$ cat config.mk
export PLATFORM = sky130hd
export DESIGN_NAME = fp_cmp_flags
export DESIGN_NICKNAME = d
export VERILOG_FILES = /design/src/rtl/fpcmp_pkg.sv /design/src/rtl/fpcmp_unpack.sv /design/src/rtl/fpcmp_operand.sv /design/src/rtl/fpcmp_order.sv /design/src/rtl/fpcmp_encode.sv /design/src/rtl/fp_cmp_flags.sv
export SDC_FILE = /design/constraint.sdc
export NUM_CORES = 1
export LEC_CHECK = 0
export ABC_AREA = 1
export BUFFER_PORTS_ARGS = -buffer_cell sky130_fd_sc_hd__clkbuf_2
export CAP_MARGIN = 20
export CORE_UTILIZATION = 56
export CTS_CLUSTER_SIZE = 12
export DETAILED_ROUTE_END_ITERATION = 7
export PLACE_DENSITY = 0.84
export REMOVE_ABC_BUFFERS = 1
export SYNTH_ARGS = -nofsm -noshare
export SYNTH_HDL_FRONTEND = slang
export SYNTH_HIERARCHICAL = 1
export SYNTH_SLANG_ARGS = --single-unit
$ cat constraint.sdc
create_clock -name clk -period 2.7 [get_ports clk]
set_input_delay 0 -clock clk [delete_from_list [all_inputs] [get_ports clk]]
set_output_delay 0 -clock clk [all_outputs]
set_load 0.05 [all_outputs]
$ cat src/rtl/fpcmp_pkg.sv
package fpcmp_pkg;

    localparam int SP_EXP_W = 8;
    localparam int SP_MAN_W = 23;
    localparam int DP_EXP_W = 11;
    localparam int DP_MAN_W = 52;
    localparam int OPND_W   = 1 + DP_EXP_W + DP_MAN_W;
    localparam int SP_W     = 1 + SP_EXP_W + SP_MAN_W;
    localparam int MAG_W    = OPND_W - 1;

    // condition bit positions decoded by the consumers of each word
    localparam int SW_C0_BIT = 8;
    localparam int SW_C2_BIT = 10;
    localparam int SW_C3_BIT = 14;
    localparam int FL_CF_BIT = 0;
    localparam int FL_PF_BIT = 2;
    localparam int FL_ZF_BIT = 6;

    typedef enum logic [1:0] {
        CLS_LT = 2'd0,
        CLS_EQ = 2'd1,
        CLS_GT = 2'd2,
        CLS_UN = 2'd3
    } cmp_class_e;

    typedef struct packed {
        logic             sign;
        logic             zero;
        logic             nan;
        logic             snan;
        logic [MAG_W-1:0] mag;
    } opnd_info_t;

    typedef struct packed {
        logic lo;   // status bit 8 / carry
        logic un;   // status bit 10 / parity
        logic eq;   // status bit 14 / zero
    } cond_bits_t;

    function automatic cond_bits_t class_to_cond(input cmp_class_e cls);
        cond_bits_t c;
        c = '0;
        unique case (cls)
            CLS_LT: c.lo = 1'b1;
            CLS_EQ: c.eq = 1'b1;
            CLS_GT: c = '0;
            default: begin
                c.lo = 1'b1;
                c.un = 1'b1;
                c.eq = 1'b1;
            end
        endcase
        return c;
    endfunction

endpackage

$ cat src/rtl/fpcmp_unpack.sv
module fpcmp_unpack
    import fpcmp_pkg::*;
#(
    parameter int EXP_W = 8,
    parameter int MAN_W = 23
) (
    input  logic [EXP_W+MAN_W:0] raw_i,
    output opnd_info_t           info_o
);
    localparam int W = 1 + EXP_W + MAN_W;

    logic [EXP_W-1:0] exp_f;
    logic [MAN_W-1:0] man_f;
    logic [MAG_W-1:0] mag_ext;
    logic             is_nan;

    assign exp_f  = raw_i[W-2:MAN_W];
    assign man_f  = raw_i[MAN_W-1:0];
    assign is_nan = (&exp_f) & (|man_f);

    always_comb begin
        mag_ext        = '0;
        mag_ext[W-2:0] = raw_i[W-2:0];
    end

    always_comb begin
        info_o.sign = raw_i[W-1];
        info_o.zero = ~(|raw_i[W-2:0]);
        info_o.nan  = is_nan;
        info_o.snan = is_nan & ~man_f[MAN_W-1];
        info_o.mag  = mag_ext;
    end
endmodule

$ cat src/rtl/fpcmp_operand.sv
module fpcmp_operand
    import fpcmp_pkg::*;
(
    input  logic              dbl_i,
    input  logic [OPND_W-1:0] raw_i,
    output opnd_info_t        info_o
);
    opnd_info_t sp_info;
    opnd_info_t dp_info;

    fpcmp_unpack #(.EXP_W(SP_EXP_W), .MAN_W(SP_MAN_W)) u_sp (
        .raw_i  (raw_i[SP_W-1:0]),
        .info_o (sp_info)
    );

    fpcmp_unpack #(.EXP_W(DP_EXP_W), .MAN_W(DP_MAN_W)) u_dp (
        .raw_i  (raw_i),
        .info_o (dp_info)
    );

    assign info_o = dbl_i ? dp_info : sp_info;
endmodule

$ cat src/rtl/fpcmp_order.sv
module fpcmp_order
    import fpcmp_pkg::*;
(
    input  opnd_info_t a_i,
    input  opnd_info_t b_i,
    input  logic       quiet_i,
    output cmp_class_e cls_o,
    output logic       invalid_o
);
    logic any_nan;
    logic any_snan;
    logic mag_lt;

    assign any_nan  = a_i.nan | b_i.nan;
    assign any_snan = a_i.snan | b_i.snan;
    assign mag_lt   = a_i.mag < b_i.mag;

    assign invalid_o = quiet_i ? any_snan : any_nan;

    always_comb begin
        if (any_nan)
            cls_o = CLS_UN;
        else if (a_i.zero && b_i.zero)
            cls_o = CLS_EQ;
        else if (a_i.sign != b_i.sign)
            cls_o = a_i.sign ? CLS_LT : CLS_GT;
        else if (a_i.mag == b_i.mag)
            cls_o = CLS_EQ;
        else if (mag_lt ^ a_i.sign)
            cls_o = CLS_LT;
        else
            cls_o = CLS_GT;
    end
endmodule

$ cat src/rtl/fpcmp_encode.sv
module fpcmp_encode
    import fpcmp_pkg::*;
#(
    parameter int SW_W = 16,
    parameter int FL_W = 32
) (
    input  cmp_class_e      cls_i,
    input  logic [SW_W-1:0] sw_i,
    input  logic [FL_W-1:0] fl_i,
    output logic [SW_W-1:0] sw_o,
    output logic [FL_W-1:0] fl_o
);
    localparam logic [SW_W-1:0] SW_MASK = (SW_W'(1) << SW_C0_BIT) |
                                          (SW_W'(1) << SW_C2_BIT) |
                                          (SW_W'(1) << SW_C3_BIT);
    localparam logic [FL_W-1:0] FL_MASK = (FL_W'(1) << FL_CF_BIT) |
                                          (FL_W'(1) << FL_PF_BIT) |
                                          (FL_W'(1) << FL_ZF_BIT);

    cond_bits_t      cond;
    logic [SW_W-1:0] sw_code;
    logic [FL_W-1:0] fl_code;

    assign cond = class_to_cond(cls_i);

    always_comb begin
        sw_code            = '0;
        sw_code[SW_C0_BIT] = cond.lo;
        sw_code[SW_C2_BIT] = cond.un;
        sw_code[SW_C3_BIT] = cond.eq;
        fl_code            = '0;
        fl_code[FL_CF_BIT] = cond.lo;
        fl_code[FL_PF_BIT] = cond.un;
        fl_code[FL_ZF_BIT] = cond.eq;
    end

    assign sw_o = (sw_i & ~SW_MASK) | sw_code;
    assign fl_o = (fl_i & ~FL_MASK) | fl_code;
endmodule

$ cat src/rtl/fp_cmp_flags.sv
module fp_cmp_flags
    import fpcmp_pkg::*;
#(
    parameter int SW_W = 16,
    parameter int FL_W = 32
) (
    input  logic              clk,
    input  logic              rst,
    input  logic              start_i,
    input  logic              dbl_i,
    input  logic              quiet_i,
    input  logic [OPND_W-1:0] opa_i,
    input  logic [OPND_W-1:0] opb_i,
    input  logic [SW_W-1:0]   sw_i,
    input  logic [FL_W-1:0]   fl_i,
    output logic              valid_o,
    output logic [1:0]        class_o,
    output logic [SW_W-1:0]   sw_o,
    output logic [FL_W-1:0]   fl_o,
    output logic              invalid_o
);
    localparam int N_OPND = 2;

    logic [OPND_W-1:0] raw [N_OPND];
    opnd_info_t        info [N_OPND];

    cmp_class_e        cls_c;
    logic              inv_c;
    logic [SW_W-1:0]   sw_c;
    logic [FL_W-1:0]   fl_c;

    cmp_class_e        cls_q;
    logic              inv_q;
    logic              valid_q;
    logic [SW_W-1:0]   sw_q;
    logic [FL_W-1:0]   fl_q;

    assign raw[0] = opa_i;
    assign raw[1] = opb_i;

    for (genvar i = 0; i < N_OPND; i++) begin : g_opnd
        fpcmp_operand u_opnd (
            .dbl_i  (dbl_i),
            .raw_i  (raw[i]),
            .info_o (info[i])
        );
    end

    fpcmp_order u_order (
        .a_i       (info[0]),
        .b_i       (info[1]),
        .quiet_i   (quiet_i),
        .cls_o     (cls_c),
        .invalid_o (inv_c)
    );

    fpcmp_encode #(.SW_W(SW_W), .FL_W(FL_W)) u_encode (
        .cls_i (cls_c),
        .sw_i  (sw_i),
        .fl_i  (fl_i),
        .sw_o  (sw_c),
        .fl_o  (fl_c)
    );

    always_ff @(posedge clk) begin
        if (rst) begin
            valid_q <= 1'b0;
            cls_q   <= CLS_LT;
            inv_q   <= 1'b0;
            sw_q    <= '0;
            fl_q    <= '0;
        end else begin
            valid_q <= start_i;
            if (start_i) begin
                cls_q <= cls_c;
                inv_q <= inv_c;
                sw_q  <= sw_c;
                fl_q  <= fl_c;
            end
        end
    end

    assign valid_o   = valid_q;
    assign class_o   = cls_q;
    assign invalid_o = inv_q;
    assign sw_o      = sw_q;
    assign fl_o      = fl_q;
endmodule

Word-level counts from Yosys, hierarchy flattened. Index checks and enable logic that the tools add are counted.

Eq/ne operators: 4. Order comparisons: 1. Reduce and logical (&&, ||, !) cells: 17. Muxes and demuxes: 12. Bitwise operators: 21.

Operators with widths (number): $mux 67 (2); $reduce_or 63->1 (2); $reduce_or 52->1 (2); $eq 63x63->1 (1); $lt 63x63->1 (1); $reduce_or 31->1 (2); $reduce_or 23->1 (2); $or 32x7->32 (1); $reduce_and 11->1 (2); $or 16x15->16 (1); $reduce_and 8->1 (2); $mux 2 (6); $and 1x1->1 (8); $not 1->1 (8); $mux 1 (4); $reduce_or 2->1 (2); $reduce_or 3->1 (1); $eq 2x1->1 const B (1); $eq 2x2->1 const B (1); $logic_not 2->1 (1); $or 1x1->1 (2); $logic_and 1x1->1 (1); $ne 1x1->1 (1); $xor 1x1->1 (1).

Register bits after elaboration: 52. Output and inout bits: 52.

Depth between registers and ports, before layout. Gate-level depths: netlist (run 1).

Word-level depth: 15. Depth in mapped cells: 29.

Modules after synthesis. The synthesis (run 1) kept the hierarchy.

Modules (own cells, without submodules): fp_cmp_flags (cells each 326, area each 2087.0 um2, sequential area each 1041.0 um2, times used 1); fpcmp_order (cells each 327, area each 1891.8 um2, sequential area each 0.0 um2, times used 1); fpcmp_operand (cells each 217, area each 869.6 um2, sequential area each 0.0 um2, times used 2); fpcmp_unpack at g_opnd[0].u_opnd.u_dp ... (cells each 128, area each 747.0 um2, sequential area each 0.0 um2, times used 2); fpcmp_unpack at g_opnd[0].u_opnd.u_sp ... (cells each 98, area each 623.1 um2, sequential area each 0.0 um2, times used 2); fpcmp_encode (cells each 52, area each 390.4 um2, sequential area each 0.0 um2, times used 1).

Least setup slack after synthesis (run 1). OpenSTA, ideal clock, no wires.

Kind: in2reg. From: in dbl_i. To: reg sw_q[8], in the netlist sw_o[8]. Setup time: 0.115 ns. Path buffers: 4. Arrival time: 2.255 ns. Slack: 0.330 ns. Data required time: 2.585 ns. Stages: 27. Path through: buf_4 > buf_6 > buf_2 > nand2_1 > nand2_1 > inv_1 > ha_1 > nand2_1 > inv_2 > nand2_2 > nor2_2 > nand3_2 > nor2_2 > nand2_1 > nor2_2 > nand2_1 > nand3_1 > nand3_1 > nand2_1 > inv_1 > ha_1 > inv_1 > buf_4 > inv_1 > nand2_1 > nand2_1 > nor2_1.

RTL lines: from (decl) (line fp_cmp_flags.sv:10) `input logic dbl_i,`; to (signal assigned) (line fp_cmp_flags.sv:77) `sw_q <= sw_c;`; to (decl) (line fp_cmp_flags.sv:35) `logic [SW_W-1:0] sw_q;`.

Worst setup path after layout (run 1).
From: in dbl_i. To: reg fl_q[0], in the netlist fl_o[0].

Cells in the longest elaborated chain, start to end: 12. Elaborated cells on any way between the ends: 19. Those cells by class: order compare: 1; eq/ne: 4; mux: 9; bitwise: 3; reduce/logical: 2.

Ends and longest elaborated chain: $mux 67 (line fpcmp_operand.sv:21) `assign info_o = dbl_i ? dp_info : sp_info;`; $lt 63x63->1 (line fpcmp_order.sv:16) `assign mag_lt = a_i.mag < b_i.mag;`; $xor 1x1->1 (line fpcmp_order.sv:29) `else if (mag_lt ^ a_i.sign)`; $mux 2 (line fpcmp_order.sv:29); $mux 2 (line fpcmp_order.sv:27) `else if (a_i.mag == b_i.mag)`; $mux 2 (line fpcmp_order.sv:25) `else if (a_i.sign != b_i.sign)`; $mux 2 (line fpcmp_order.sv:23) `else if (a_i.zero && b_i.zero)`; $mux 2 * (line fpcmp_order.sv:21) `if (any_nan)`; named net cls_c[1] (line fp_cmp_flags.sv:27) `cmp_class_e cls_c;`; $eq 2x1->1 or $eq 2x2->1 (tied branches) (line fpcmp_pkg.sv:43) `unique case (cls)`; $reduce_or 2->1 (no line) *; $mux 1 * (line fpcmp_pkg.sv:43); $or 32x7->32 * (line fpcmp_encode.sv:38) `assign fl_o = (fl_i & ~FL_MASK) | fl_code;`; named net fl_c[0] (line fp_cmp_flags.sv:30) `logic [FL_W-1:0] fl_c;`; to (signal assigned) (line fp_cmp_flags.sv:78) `fl_q <= fl_c;`; to (decl) (line fp_cmp_flags.sv:36) `logic [FL_W-1:0] fl_q;`.

The timed path passes the listed nets; every way through them passes the cells marked *. A chain may end at the register's enable or synchronous reset.

==> results of run 1 <==
==> kinds of logic after synthesis <==
group	count (synthesis)	synth area share (%)
simple gates	930	40.9
buf+inv	509	36.0
fa+ha+maj	66	9.33
flops	52	11.8
compound gates	32	1.99
other cells	2	0.0849
==> registers in the layout, indices dropped and copies added, names as in the netlist <==
name and cells:
class_o 2, fl_o 32, sw_o 16, invalid_o 1, valid_o 1
==> worst reg2reg max path, stage by stage, from the launching register on <==
cell and delay (ns):
dfxtp_1 0.31, nor2_1 0.14, nor2_1 0.07
==> power groups by stage <==
stage	sequential, uW	combinational, uW	clock [uW]
3_5_place_dp	865	1270	0
3_3_place_gp	862	1240	0
5_1_grt	856	1510	655
6_report	850	1330	614
4_1_cts	848	1310	626
2_1_floorplan	1050	623	0
==> synthesized netlist by cell type (all sizes together) <==
cell      n  share of area [%]
dfxtp    52                 12
ha       66                9.3
nand2   638                 27
clkbuf    5               0.21
o2111a    1               0.13
a21o      4               0.34
or2       2               0.14
a21oi    23                1.3
conb      2              0.085
nor2    242                 10
nor3      3               0.17
o21ai     4               0.23
and2      2               0.14
inv     156                6.6
nand3    14               0.85
nor4      8               0.57
buf     346                 29
nand4    21                1.5
clkinv    2              0.085
==> through the flow <==
| step | cell area (um^2) | total power, uW | setup WS, ns |
|---|---|---|---|
| final | 8560 | 2800 | 0.351 |
| after global routing | 8560 | 3020 | 0.0327 |
| after CTS | 8540 | 2790 | 0.322 |
| after detailed placement | 8040 | 2130 | 0.0587 |
| after global placement | 8040 | 2100 | 0.124 |
| after floorplan | 6490 | 1680 | 0.276 |
==> cell type report <==
cell class	instances	area [um^2]
clock buffers	5	125
clock inverters	3	18.8
fillers	1505	6760
inverters	158	593
multi-input cells	1092	4870
flip-flops and latches	52	1040
well taps	211	264
repair buffers	275	1650
==> repair_timing <==
action / in CTS / in global routing
setup endpoints to repair: 0 / 4
hold endpoints to repair: 36 / 0
hold buffers: 36 / 0
resized for setup: 0 / 4
==> metal layers <==
layer	global-route usage [%]	routed length (um)
met4	8.79	703
met5	0	0
met3	2.59	1150
met2	41.7	9050
met1	29.3	8610
==> how the worst max path moves through the flow <==
stage	startpoint	to	slack [ns]	cells after the start
global route	dbl_i	sw_o[14]	0.03	23
CTS	dbl_i	fl_o[0]	0.32	21
finish	dbl_i	fl_o[0]	0.35	27
global placement	dbl_i	fl_o[0]	0.12	23
floorplan	dbl_i	fl_o[0]	0.28	25
detailed placement	dbl_i	sw_o[8]	0.06	21
==> impl_table.tex, run 1 <==
\begin{tabular}{lr}
\hline
Metric & Value \\
\hline
\multicolumn{2}{l}{\textbf{Clocking}} \\
\quad Number of H-tree branching levels & 2 \\
\quad Clock transition at the register clock pins on the worst setup and hold paths after CTS & 0.07 ns \\
\quad Number of buffers on the longest clock path & 2 \\
\quad Number of buffers inserted during clock tree synthesis & 5 \\
\quad Clock tree from TritonCTS & done \\
\quad Clock root buffer & clkbuf\_16 \\
\quad Clock latency on the worst-skew pair & 0.28 ns \\
\quad Total setup buffers inserted after CTS & 0 \\
\quad Clock sinks & 52 \\
\multicolumn{2}{l}{\textbf{Worst setup path}} \\
\quad Most frequent cell on the critical path & nand2\_1 \\
\quad Critical-path cell with the highest stage delay & ha\_1 \\
\quad Required time at the worst-slack endpoint & between 2 and 3 ns \\
\quad WS Path Type & in -> reg \\
\quad Nature of the critical path startpoint & primary input \\
\quad Largest driver fanout on the critical path & 29 \\
\quad Bufs and invs on worst path & 8 \\
\quad Length in cells of the worst reg-to-reg path & 2 \\
\quad CP peak stage delay & between 0.2 and 0.3 ns \\
\quad R2r endpoint & invalid\_o \\
\quad Largest delay share family, worst path & simple AND/OR/NAND/NOR gates \\
\quad Type of destination of the critical path & register \\
\quad Arrival time of data at the critical path endpoint & 2.56 ns \\
\quad Minimum setup slack among reg-to-reg paths & 2.07 ns \\
\quad Reg-to-reg critical path startpoint & invalid\_o \\
\multicolumn{2}{l}{\textbf{Routing}} \\
\quad Via density per instance & about 4.5 \\
\quad Number of search-and-repair iterations in the first detailed-routing pass & 4 \\
\quad Total via count after detailed routing & $\sim$8100 \\
\quad Routed wire length & 19.5 mm \\
\quad Count of routing violations after the opening detailed-route iteration & 393 \\
\quad Average wire per cell in the routed design & 10.9 um \\
\quad Count of unresolved DRC violations after routing & 0 \\
\quad Count of nets left with antenna violations after detail routing & 0 \\
\multicolumn{2}{l}{\textbf{Placed design}} \\
\quad Final weighted congestion of routability-driven global placement & 0.891 \\
\quad Detailed-placement wirelength estimate & 15.2 mm \\
\quad Count of buffers from port buffering & 226 \\
\quad Total instance count after detailed placement & 1752 \\
\multicolumn{2}{l}{\textbf{Timing}} \\
\quad Worst slew margin relative to its limit & between 40\% and 50\% \\
\quad Final Max Tran Viols & 0 \\
\quad Max frequency & 426 MHz \\
\quad Final period util & slightly below 90\% \\
\quad Pin slew with the least headroom to its limit & 0.769 ns \\
\quad Time the worst path needs with I/O delays and setup & 2.35 ns \\
\quad Fin Setup TNS & 0 ns \\
\quad Final worst hold slack & 0.00285 ns \\
\quad Post-Route Skew & 0 ns \\
\quad Number of endpoints failing setup at the final stage & 0 \\
\quad Setup repair after global routing missed its margin & false \\
\quad Final count of hold timing violations & 0 \\
\multicolumn{2}{l}{\textbf{Layout}} \\
\quad Area growth from synthesis to layout & -3.28\% \\
\quad Fraction of layout cells with a size suffix above 1 & 16.8\% \\
\quad Most frequent cells in the layout & 637 x nand2\_1, 237 x nor2\_1, 224 x clkbuf\_2 \\
\quad ANT cells & 0 \\
\quad Most common cell after layout, fill and taps aside & nand2\_1 \\
\quad Post-route non-filler standard cell count & 1796 \\
\quad Net count of the finished layout & 1831 \\
\quad Final Util & between 50 and 60\% \\
\multicolumn{2}{l}{\textbf{Floorplanning}} \\
\quad Initial Utilization & 57.8\% \\
\quad Die Ht & between 100 and 150 um \\
\quad Die ar. & 16300 um\^{}2 \\
\quad Number of placement rows & 45 \\
\quad Number of I/O pins & 233 \\
\quad Std-Cell Core Area & 15300 um\^{}2 \\
\quad Floorplan die width & around 130 um \\
\multicolumn{2}{l}{\textbf{Hold path}} \\
\quad Worst min-delay path class & in -> reg \\
\quad Number of stages on the worst hold path & 5 \\
\quad Worst hold path endpoint & fl\_o[10] \\
\quad Launch instance of the worst min-delay path & fl\_i[10] \\
\multicolumn{2}{l}{\textbf{Status}} \\
\quad Status & finished, final reports clean \\
\multicolumn{2}{l}{\textbf{Power}} \\
\quad Maximum resistive drop on vdd & 0.000297 V \\
\quad Leakage power & 0.00540 uW \\
\quad Clock power share & $\sim$22\% \\
\quad Part of the total power dissipated in combinational logic & 47.7\% \\
\quad Reg power frac & between 30\% and 40\% \\
\quad Switching part of the total & 41.4\% \\
\quad Net switching power of the design & 1160 uW \\
\quad Cell Pwr Density & 327 nW/um\^{}2 \\
\quad Total internal power & 1640 uW \\
\multicolumn{2}{l}{\textbf{Global routing}} \\
\quad Pin count of the biggest net entering global routing & 47 \\
\quad Total congestion overflow after global routing & 0 \\
\quad Total routing resource utilization after global routing & 23.5\% \\
\quad First-pass GRT wire length & 31.6 mm \\
\quad Number of global-route vias before repair & 7196 \\
\quad Antenna violations before repair & 0 \\
\multicolumn{2}{l}{\textbf{Job}} \\
\quad Max capacitance violation total & 0 \\
\multicolumn{2}{l}{\textbf{Logic synthesis}} \\
\quad Sequential fraction of the synthesis area & approximately an eighth \\
\quad Total of flip-flops plus latches after synthesis & 52 \\
\quad Gate count of the mapped netlist & about 1600 \\
\quad Summed instance area of the synthesized netlist & approximately 9000 um\^{}2 \\
\quad Number of warning messages in the yosys log & 6 \\
\quad Syn\_area\_per\_cell & 5.56 um\^{}2 \\
\quad Count of different cell masters after synthesis & 26 \\
\hline
\end{tabular}
Note: power is estimated with default switching activity, not from simulation.
==> run 2, diff against run 1 <==
Settings changed: CORE_UTILIZATION 56 to 50, PLACE_DENSITY 0.84 to 0.76.
==> run 2 against run 1 <==
Against the previous run:
- the flow now finishes with violations (hold timing)
- sequential share of layout area down 0.088 points
- register-to-register slack better by 0.02 ns
- clock skew is the same
- die area is 12% higher
- sequential power is essentially flat
- non-clock buffer count rose by 5
- utilization is 6.0 points lower
==> impl_table.tex, run 2 (synthesis gave the netlist of run 1 again) <==
\begin{tabular}{lr}
\hline
Metric & Value \\
\hline
\multicolumn{2}{l}{\textbf{Placed design}} \\
\quad Total instance count after detailed placement & 1772 (+1.1\%) \\
\quad Final weighted congestion of routability-driven global placement & 0.878 (-1.5\%) \\
\quad Total placed instance area & 8120 um\^{}2 (+1.1\%) \\
\quad Detailed-placement wirelength estimate & 15.5 mm (+2.2\%) \\
\quad Count of buffers from port buffering & 226 (unchanged) \\
\multicolumn{2}{l}{\textbf{Worst setup path}} \\
\quad Required time at the worst-slack endpoint & 2.92 ns (about the same) \\
\quad Minimum setup slack among reg-to-reg paths & 2.09 ns (+0.02 ns) \\
\quad Bufs and invs on worst path & 7 (-1) \\
\quad Arrival time of data at the critical path endpoint & 2.52 ns (-0.04 ns) \\
\quad Largest driver fanout on the critical path & 19 (-34\%) \\
\quad R2r endpoint & sw\_o[12] \\
\quad Length in cells of the worst reg-to-reg path & 2 (unchanged) \\
\quad Reg-to-reg critical path startpoint & sw\_o[12] \\
\quad WS Path Type & in -> reg \\
\quad CP peak stage delay & 0.29 ns (about the same) \\
\quad Most frequent cell on the critical path & nand2\_1 \\
\quad CP Cell Sequence & buf\_4, inv\_2, buf\_4, buf\_4, nand2\_1, nand2\_1, inv\_1, ha\_1, nand4\_1, nor3\_1, nand3\_1, nor2\_1, nand2\_1, nand3\_1, inv\_1, ha\_1, nor2\_1, inv\_1, nand2\_1, nand2\_1, nor2\_1 \\
\quad Type of destination of the critical path & register \\
\quad Largest delay share family, worst path & simple AND/OR/NAND/NOR gates \\
\quad Critical-path cell with the highest stage delay & ha\_1 \\
\quad Nature of the critical path startpoint & primary input \\
\multicolumn{2}{l}{\textbf{Global routing}} \\
\quad Number of global-route vias before repair & 7277 (+1.1\%) \\
\quad Antenna violations before repair & 0 (unchanged) \\
\quad Total routing resource utilization after global routing & 21.7\% (-1.9 points) \\
\quad Total congestion overflow after global routing & 0 (unchanged) \\
\quad Pin count of the biggest net entering global routing & 57 (+21\%) \\
\quad First-pass GRT wire length & 32.6 mm (+2.9\%) \\
\multicolumn{2}{l}{\textbf{Layout}} \\
\quad Post-route non-filler standard cell count & 1815 (+1.1\%) \\
\quad Max reg flops & 32 (unchanged) \\
\quad ANT cells & 0 (unchanged) \\
\quad FF+latch area & 1040 um\^{}2 (unchanged) \\
\quad Multi-input gate area in the final layout & 4860 um\^{}2 (-0.21\%) \\
\quad Area growth from synthesis to layout & -2.57\% \\
\quad Post-Layout Inst Area & 8620 um\^{}2 (+0.73\%) \\
\quad Net count of the finished layout & 1836 (+0.27\%) \\
\quad Most frequent cells in the layout & 637 x nand2\_1, 237 x nor2\_1, 224 x clkbuf\_2 \\
\quad Number of filler cells placed in the layout & 1824 (+21\%) \\
\quad Most common cell after layout, fill and taps aside & nand2\_1 \\
\quad Fraction of layout cells with a size suffix above 1 & 17.0\% (+0.20 points) \\
\multicolumn{2}{l}{\textbf{Hold path}} \\
\quad Launch instance of the worst min-delay path & sw\_i[4] \\
\quad Worst hold path endpoint & sw\_o[4] \\
\quad Worst min-delay path class & in -> reg \\
\quad Number of stages on the worst hold path & 5 (unchanged) \\
\multicolumn{2}{l}{\textbf{Clocking}} \\
\quad Clock root buffer & clkbuf\_16 \\
\quad Hold buffers post-CTS & 35 (-2.8\%) \\
\quad Post-CTS sizing & 0 (unchanged) \\
\quad Number of buffers on the longest clock path & 2 (unchanged) \\
\quad Number of buffers inserted during clock tree synthesis & 5 (unchanged) \\
\quad Total setup buffers inserted after CTS & 0 (unchanged) \\
\quad Clock transition at the register clock pins on the worst setup and hold paths after CTS & 0.07 ns (about the same) \\
\quad Number of H-tree branching levels & 2 (unchanged) \\
\quad Clock sinks & 52 (unchanged) \\
\quad Clock tree from TritonCTS & done \\
\quad Clock latency on the worst-skew pair & 0.28 ns (about the same) \\
\multicolumn{2}{l}{\textbf{Routing}} \\
\quad Count of unresolved DRC violations after routing & 0 (unchanged) \\
\quad Count of nets left with antenna violations after detail routing & 0 (unchanged) \\
\quad Count of routing violations after the opening detailed-route iteration & 433 (+10\%) \\
\quad Routed wire length & 19.7 mm (+0.94\%) \\
\quad Via density per instance & 4.46 (-1.6\%) \\
\quad Number of search-and-repair iterations in the first detailed-routing pass & 6 (+2) \\
\quad Total via count after detailed routing & 8086 (-0.57\%) \\
\quad Average wire per cell in the routed design & 10.9 um (-0.12\%) \\
\multicolumn{2}{l}{\textbf{Timing}} \\
\quad Time the worst path needs with I/O delays and setup & 2.29 ns (-0.0543 ns) \\
\quad Final period util & 85.0\% (-2.0 points) \\
\quad Final worst hold slack & -0.00139 ns (-0.00425 ns) \\
\quad Worst slew margin relative to its limit & 43.8\% (-5.0 points) \\
\quad Max frequency & 436 MHz (+2.4\%) \\
\quad Setup repair after global routing missed its margin & false \\
\quad Final count of hold timing violations & 1 (+1) \\
\quad Number of endpoints failing setup at the final stage & 0 (unchanged) \\
\quad Post-Route Skew & 0 ns (unchanged) \\
\quad Pin slew with the least headroom to its limit & 0.838 ns (+0.0692 ns) \\
\quad Final Max Tran Viols & 0 (unchanged) \\
\quad Fin Setup TNS & 0 ns (unchanged) \\
\multicolumn{2}{l}{\textbf{Floorplanning}} \\
\quad Number of I/O pins & 233 (unchanged) \\
\quad Initial Utilization & 51.2\% (-6.6 points) \\
\quad Die Ht & 135 um (+5.7\%) \\
\quad Number of placement rows & 48 (+6.7\%) \\
\quad Std-Cell Core Area & 17300 um\^{}2 (+13\%) \\
\quad Floorplan die width & 135 um (+5.7\%) \\
\quad Die ar. & 18200 um\^{}2 (+12\%) \\
\multicolumn{2}{l}{\textbf{Status}} \\
\quad Status & complete, but fails checks \\
\quad Violations in the final reports & hold timing \\
\multicolumn{2}{l}{\textbf{Power}} \\
\quad Leakage power & 0.00543 uW (+0.53\%) \\
\quad Maximum resistive drop on vdd & 0.000293 V (-1.3\%) \\
\quad Cell Pwr Density & 328 nW/um\^{}2 (+0.27\%) \\
\multicolumn{2}{l}{\textbf{Job}} \\
\quad Max capacitance violation total & 0 (unchanged) \\
\hline
\end{tabular}
-- run 2: metal layers --
metal | GRT usage (%) | up-vias | share of wire [%]
met5 | 0 | - | 0
met4 | 6.74 | 0 | 2.6
met3 | 2.78 | 42 | 6.4
met2 | 37.8 | 269 | 46
met1 | 27.6 | 3380 | 45
li1 | - | 4395 | -
-- run 2: where the power goes --
part | internal (uW) | leakage (uW) | switching (uW)
logic | 491 | 0.00493 | 855
clock network | 345 | 0.0000702 | 287
registers | 821 | 0.000432 | 27.2
-- run 2: cell type report --
| class | count | share of cell area, % |
|---|---|---|
| timing repair buffer | 280 | 19.7 |
| inverter | 158 | 6.88 |
| multi-input combinational | 1092 | 56.3 |
| clock buffer | 5 | 1.45 |
| clock inverter | 3 | 0.247 |
| tap | 225 | 3.27 |
| sequential | 52 | 12.1 |
-- run 2: stage by stage --
stage                     hold WS [ns]  worst slack, ns  util [%]  power [uW]
after detailed placement         0.186           0.0861      47.0        2150
after global placement           0.187            0.111      47.0        2140
after CTS                      0.00161            0.383      49.8        2830
final                         -0.00139            0.405      49.8        2830
after floorplan                 0.0712            0.276         -        1680
after global routing           0.00505           0.0262      49.8        3060
-- run 2: worst reg2reg max path, stage by stage (launching register included) --
cell and delay, ns:
dfxtp_1 0.32, nor2_1 0.11, nor2_1 0.07
-- run 2: how the worst max path moves through the flow --
stage | from | endpoint | slack [ns] | cells after the start
floorplan | dbl_i | fl_o[0] | 0.28 | 25
CTS | dbl_i | fl_o[6] | 0.38 | 21
detailed placement | dbl_i | fl_o[6] | 0.09 | 21
global placement | dbl_i | sw_o[14] | 0.11 | 21
finish | dbl_i | fl_o[6] | 0.41 | 21
global route | dbl_i | fl_o[6] | 0.03 | 21
==> run 3, diff against run 2 <==
Settings changed: ABC_AREA 1 to 0, PLACE_DENSITY 0.76 to 0.77.
Clock period 2.7 ns to 2.38 ns, I/O delays scaled along.
==> run 3 against run 2 <==
Against the previous run:
- the run ends with setup timing left
- synthesized cell count fell by 40%
- utilization rose by 12 points
- die area fell by 5.8%
- total power rose by 22%
- cell count fell by 26%
- critical endpoint is now sw_o[8]
- highest routed layer unchanged
==> impl_table.tex, run 3 <==
\begin{tabular}{lr}
\hline
Metric & Value \\
\hline
\multicolumn{2}{l}{\textbf{Global routing}} \\
\quad Pin count of the biggest net entering global routing & 53 (-7.0\%) \\
\quad First-pass GRT wire length & 32.1 mm (-1.4\%) \\
\quad Total congestion overflow after global routing & 0 (unchanged) \\
\quad Number of global-route vias before repair & 6782 (-6.8\%) \\
\quad Antenna violations before repair & 1 (+1) \\
\quad Total routing resource utilization after global routing & 24.0\% (+2.3 points) \\
\multicolumn{2}{l}{\textbf{Clocking}} \\
\quad Number of H-tree branching levels & 2 (unchanged) \\
\quad Number of buffers on the longest clock path & 2 (unchanged) \\
\quad Clock tree from TritonCTS & done \\
\quad Clock sinks & 52 (unchanged) \\
\quad Clock transition at the register clock pins on the worst setup and hold paths after CTS & 0.06 ns (about the same) \\
\quad Clock latency on the worst-skew pair & 0.28 ns (about the same) \\
\quad Number of buffers inserted during clock tree synthesis & 5 (unchanged) \\
\quad Clock root buffer & clkbuf\_16 \\
\multicolumn{2}{l}{\textbf{Logic synthesis}} \\
\quad Number of warning messages in the yosys log & 6 (unchanged) \\
\quad Number of enable flip-flop cells after synthesis & 0 (unchanged) \\
\quad Synth top cells by count & 307 x buf\_4, 74 x mux2\_2, 67 x inv\_1, 66 x ha\_1, 60 x mux2\_4 \\
\quad Total of flip-flops plus latches after synthesis & 52 (unchanged) \\
\quad Cell with the most instances after synthesis & buf\_4 \\
\quad Synth top area cells & buf\_4 28\%, dfxtp\_1 13\%, mux2\_4 11\% \\
\quad Syn\_area\_per\_cell & 8.73 um\^{}2 (+57\%) \\
\quad Top cell type's share of synthesized area & 27.7\% (+0.66 points) \\
\quad Gate count of the mapped netlist & 954 (-40\%) \\
\quad Post-synth top area cell & buf\_4 \\
\quad Dominant register cell in the synthesized netlist & dfxtp\_1 \\
\quad Async SR Flop Fraction & 0\% (unchanged) \\
\quad Count of different cell masters after synthesis & 48 (+85\%) \\
\quad Sequential fraction of the synthesis area & 12.5\% (+0.74 points) \\
\quad Summed instance area of the synthesized netlist & 8330 um\^{}2 (-5.9\%) \\
\multicolumn{2}{l}{\textbf{Layout}} \\
\quad Most common cell after layout, fill and taps aside & clkbuf\_2 \\
\quad Net count of the finished layout & 1366 (-26\%) \\
\quad Area growth from synthesis to layout & 19.0\% \\
\quad Number of filler cells placed in the layout & 1241 (-32\%) \\
\quad Fraction of layout cells with a size suffix above 1 & 53.1\% (+36 points) \\
\quad Max reg flops & 32 (unchanged) \\
\quad Most frequent cells in the layout & 224 x clkbuf\_2, 137 x buf\_4, 67 x mux2\_4, 67 x mux2\_2, 64 x conb\_1 \\
\multicolumn{2}{l}{\textbf{Power}} \\
\quad Clock power share & 20.3\% (-2.1 points) \\
\quad Leakage power & 0.00506 uW (-6.8\%) \\
\quad Reg power frac & 27.6\% (-2.4 points) \\
\quad Switching part of the total & 35.6\% (-5.7 points) \\
\quad Total internal power & 2220 uW (+34\%) \\
\quad Cell Pwr Density & 348 nW/um\^{}2 (+6.2\%) \\
\quad Part of the total power dissipated in combinational logic & 52.1\% (+4.5 points) \\
\quad Overall power consumption & 3450 uW (+22\%) \\
\quad Net switching power of the design & 1230 uW (+5.2\%) \\
\quad Maximum resistive drop on vdd & 0.000423 V (+44\%) \\
\multicolumn{2}{l}{\textbf{Status}} \\
\quad Status & complete, but fails checks \\
\quad Violations in the final reports & setup timing \\
\multicolumn{2}{l}{\textbf{Timing}} \\
\quad Time the worst path needs with I/O delays and setup & 2.81 ns \\
\quad Fin Setup TNS & -2.70 ns (-2.70 ns) \\
\quad Final critical-path setup slack & -0.429 ns (-0.834 ns) \\
\quad Worst slew margin relative to its limit & 33.3\% (-10 points) \\
\quad Setup repair after global routing missed its margin & true \\
\quad Final Max Tran Viols & 0 (unchanged) \\
\quad Post-Route Skew & 0 ns (unchanged) \\
\quad Pin slew with the least headroom to its limit & 1.00 ns (+0.162 ns) \\
\quad Final period util & 118\% \\
\quad Number of endpoints failing setup at the final stage & 7 (+7) \\
\quad Max frequency & 356 MHz \\
\quad Final count of hold timing violations & 0 (-1) \\
\multicolumn{2}{l}{\textbf{Worst setup path}} \\
\quad Worst setup endpoint & sw\_o[8] \\
\quad CP Launch Point & dbl\_i \\
\quad Type of destination of the critical path & register \\
\quad Length in cells of the worst reg-to-reg path & 2 (unchanged) \\
\quad R2r endpoint & fl\_o[26] \\
\quad Arrival time of data at the critical path endpoint & 2.94 ns (+0.42 ns) \\
\quad Minimum setup slack among reg-to-reg paths & 1.69 ns (-0.40 ns) \\
\quad Reg-to-reg critical path startpoint & fl\_o[26] \\
\quad Largest driver fanout on the critical path & 8 (-11) \\
\quad Required time at the worst-slack endpoint & 2.51 ns (-0.41 ns) \\
\quad WS Path Type & in -> reg \\
\quad Nature of the critical path startpoint & primary input \\
\multicolumn{2}{l}{\textbf{Floorplanning}} \\
\quad Initial Utilization & 51.9\% (+0.70 points) \\
\quad Die ar. & 17200 um\^{}2 (-5.8\%) \\
\quad Floorplan die width & 131 um (-2.9\%) \\
\quad Number of I/O pins & 233 (unchanged) \\
\quad Number of placement rows & 46 (-4.2\%) \\
\quad Std-Cell Core Area & 16100 um\^{}2 (-7.2\%) \\
\quad Die Ht & 131 um (-2.9\%) \\
\multicolumn{2}{l}{\textbf{Hold path}} \\
\quad Worst min-delay path class & in -> reg \\
\quad Launch instance of the worst min-delay path & quiet\_i \\
\multicolumn{2}{l}{\textbf{Placed design}} \\
\quad Final weighted congestion of routability-driven global placement & 0.900 (+2.5\%) \\
\quad Count of buffers from port buffering & 226 (unchanged) \\
\quad Detailed-placement wirelength estimate & 15.9 mm (+2.3\%) \\
\multicolumn{2}{l}{\textbf{Routing}} \\
\quad Total via count after detailed routing & 6650 (-18\%) \\
\quad Via density per instance & 4.97 (+12\%) \\
\quad Count of routing violations after the opening detailed-route iteration & 266 (-39\%) \\
\quad Number of search-and-repair iterations in the first detailed-routing pass & 5 (-1) \\
\quad Count of nets left with antenna violations after detail routing & 0 (unchanged) \\
\quad Count of unresolved DRC violations after routing & 0 (unchanged) \\
\quad Average wire per cell in the routed design & 15.8 um (+45\%) \\
\quad Routed wire length & 21.1 mm (+7.1\%) \\
\multicolumn{2}{l}{\textbf{Job}} \\
\quad Max capacitance violation total & 0 (unchanged) \\
\hline
\end{tabular}
-- run 3: what timing repair did --
item | CTS | global route
gates resized for setup | 86 | 4
cloned | 5 | 0
hold endpoints to repair | 42 | 0
endpoints found under the setup margin | 8 | 8
pin swaps | 23 | 5
buffers inserted | 8 | 0
hold buffers | 42 | 0
-- run 3: kinds of logic after synthesis --
| kind of cell | share of synthesized area (%) |
|---|---|
| buffers and inverters | 33.2 |
| and+or+nand+nor | 13.1 |
| muxes | 27.0 |
| adders and majority gates | 9.92 |
| AOI/OAI and AO/OA | 4.19 |
| DFF | 12.5 |
| other | 0.0902 |
-- run 3: stage by stage --
stage | std cells | area, um^2 | hold slack [ns] | setup WS [ns] | util (%)
after global placement | 1273 | 8620 | 0.232 | -0.915 | 53.7
after floorplan | 685 | 6050 | 0.0716 | -0.282 | -
final | 1337 | 9910 | 0.123 | -0.429 | 61.7
after detailed placement | 1273 | 8620 | 0.244 | -0.970 | 53.7
after global routing | 1337 | 9910 | 0.142 | -0.583 | 61.7
after CTS | 1336 | 9890 | 0.110 | -0.359 | 61.6
-- run 3: how the worst min path moves through the flow --
stage	slack, ns	to	cells past startpoint
final	0.12	invalid_o	4
after global routing	0.14	invalid_o	4
after CTS	0.11	invalid_o	4
after detailed placement	0.24	sw_o[0]	3
after global placement	0.23	fl_o[26]	3
after floorplan	0.07	valid_o	1
-- run 3: cell type report --
cell class                 instances  area (um^2)  share of cell area (%)
clock inverter                     3         21.3                   0.215
clock buffer                       5          125                    1.26
multi-input combinational        566         5190                    52.3
antenna                            1         2.50                  0.0252
inverter                          67          251                    2.54
timing repair buffer             427         3010                    30.4
sequential                        52         1040                    10.5
tap                              216          270                    2.73
-- run 3: critical path, stage by stage --
cell and delay, ns:
buf_16 0.14, buf_6 0.12, mux2_2 0.32, inv_1 0.05, ha_1 0.23, nand4_1 0.18
inv_1 0.09, a221oi_2 0.35, nor2_1 0.12, o21a_1 0.21, or3_1 0.34, a311o_1 0.33
inv_2 0.10, ha_4 0.13, inv_2 0.03, mux2i_1 0.13, nor2_1 0.05
-- run 3: layer usage --
layer,up-vias,track usage [%],wire length (um)
li1,3295,-,-
met1,3056,27.2,8470
met2,238,44.7,10700
met3,61,4.10,1200
met4,0,8.99,682
met5,-,0,0
-- run 3: power by group through the flow --
| stage | clock network (uW) | registers [uW] | logic [uW] |
|---|---|---|---|
| after global placement | 0 | 966 | 1470 |
| final | 702 | 952 | 1800 |
| after CTS | 723 | 950 | 1750 |
| after detailed placement | 0 | 969 | 1500 |
| after floorplan | 0 | 1150 | 635 |
| after global routing | 763 | 958 | 1940 |
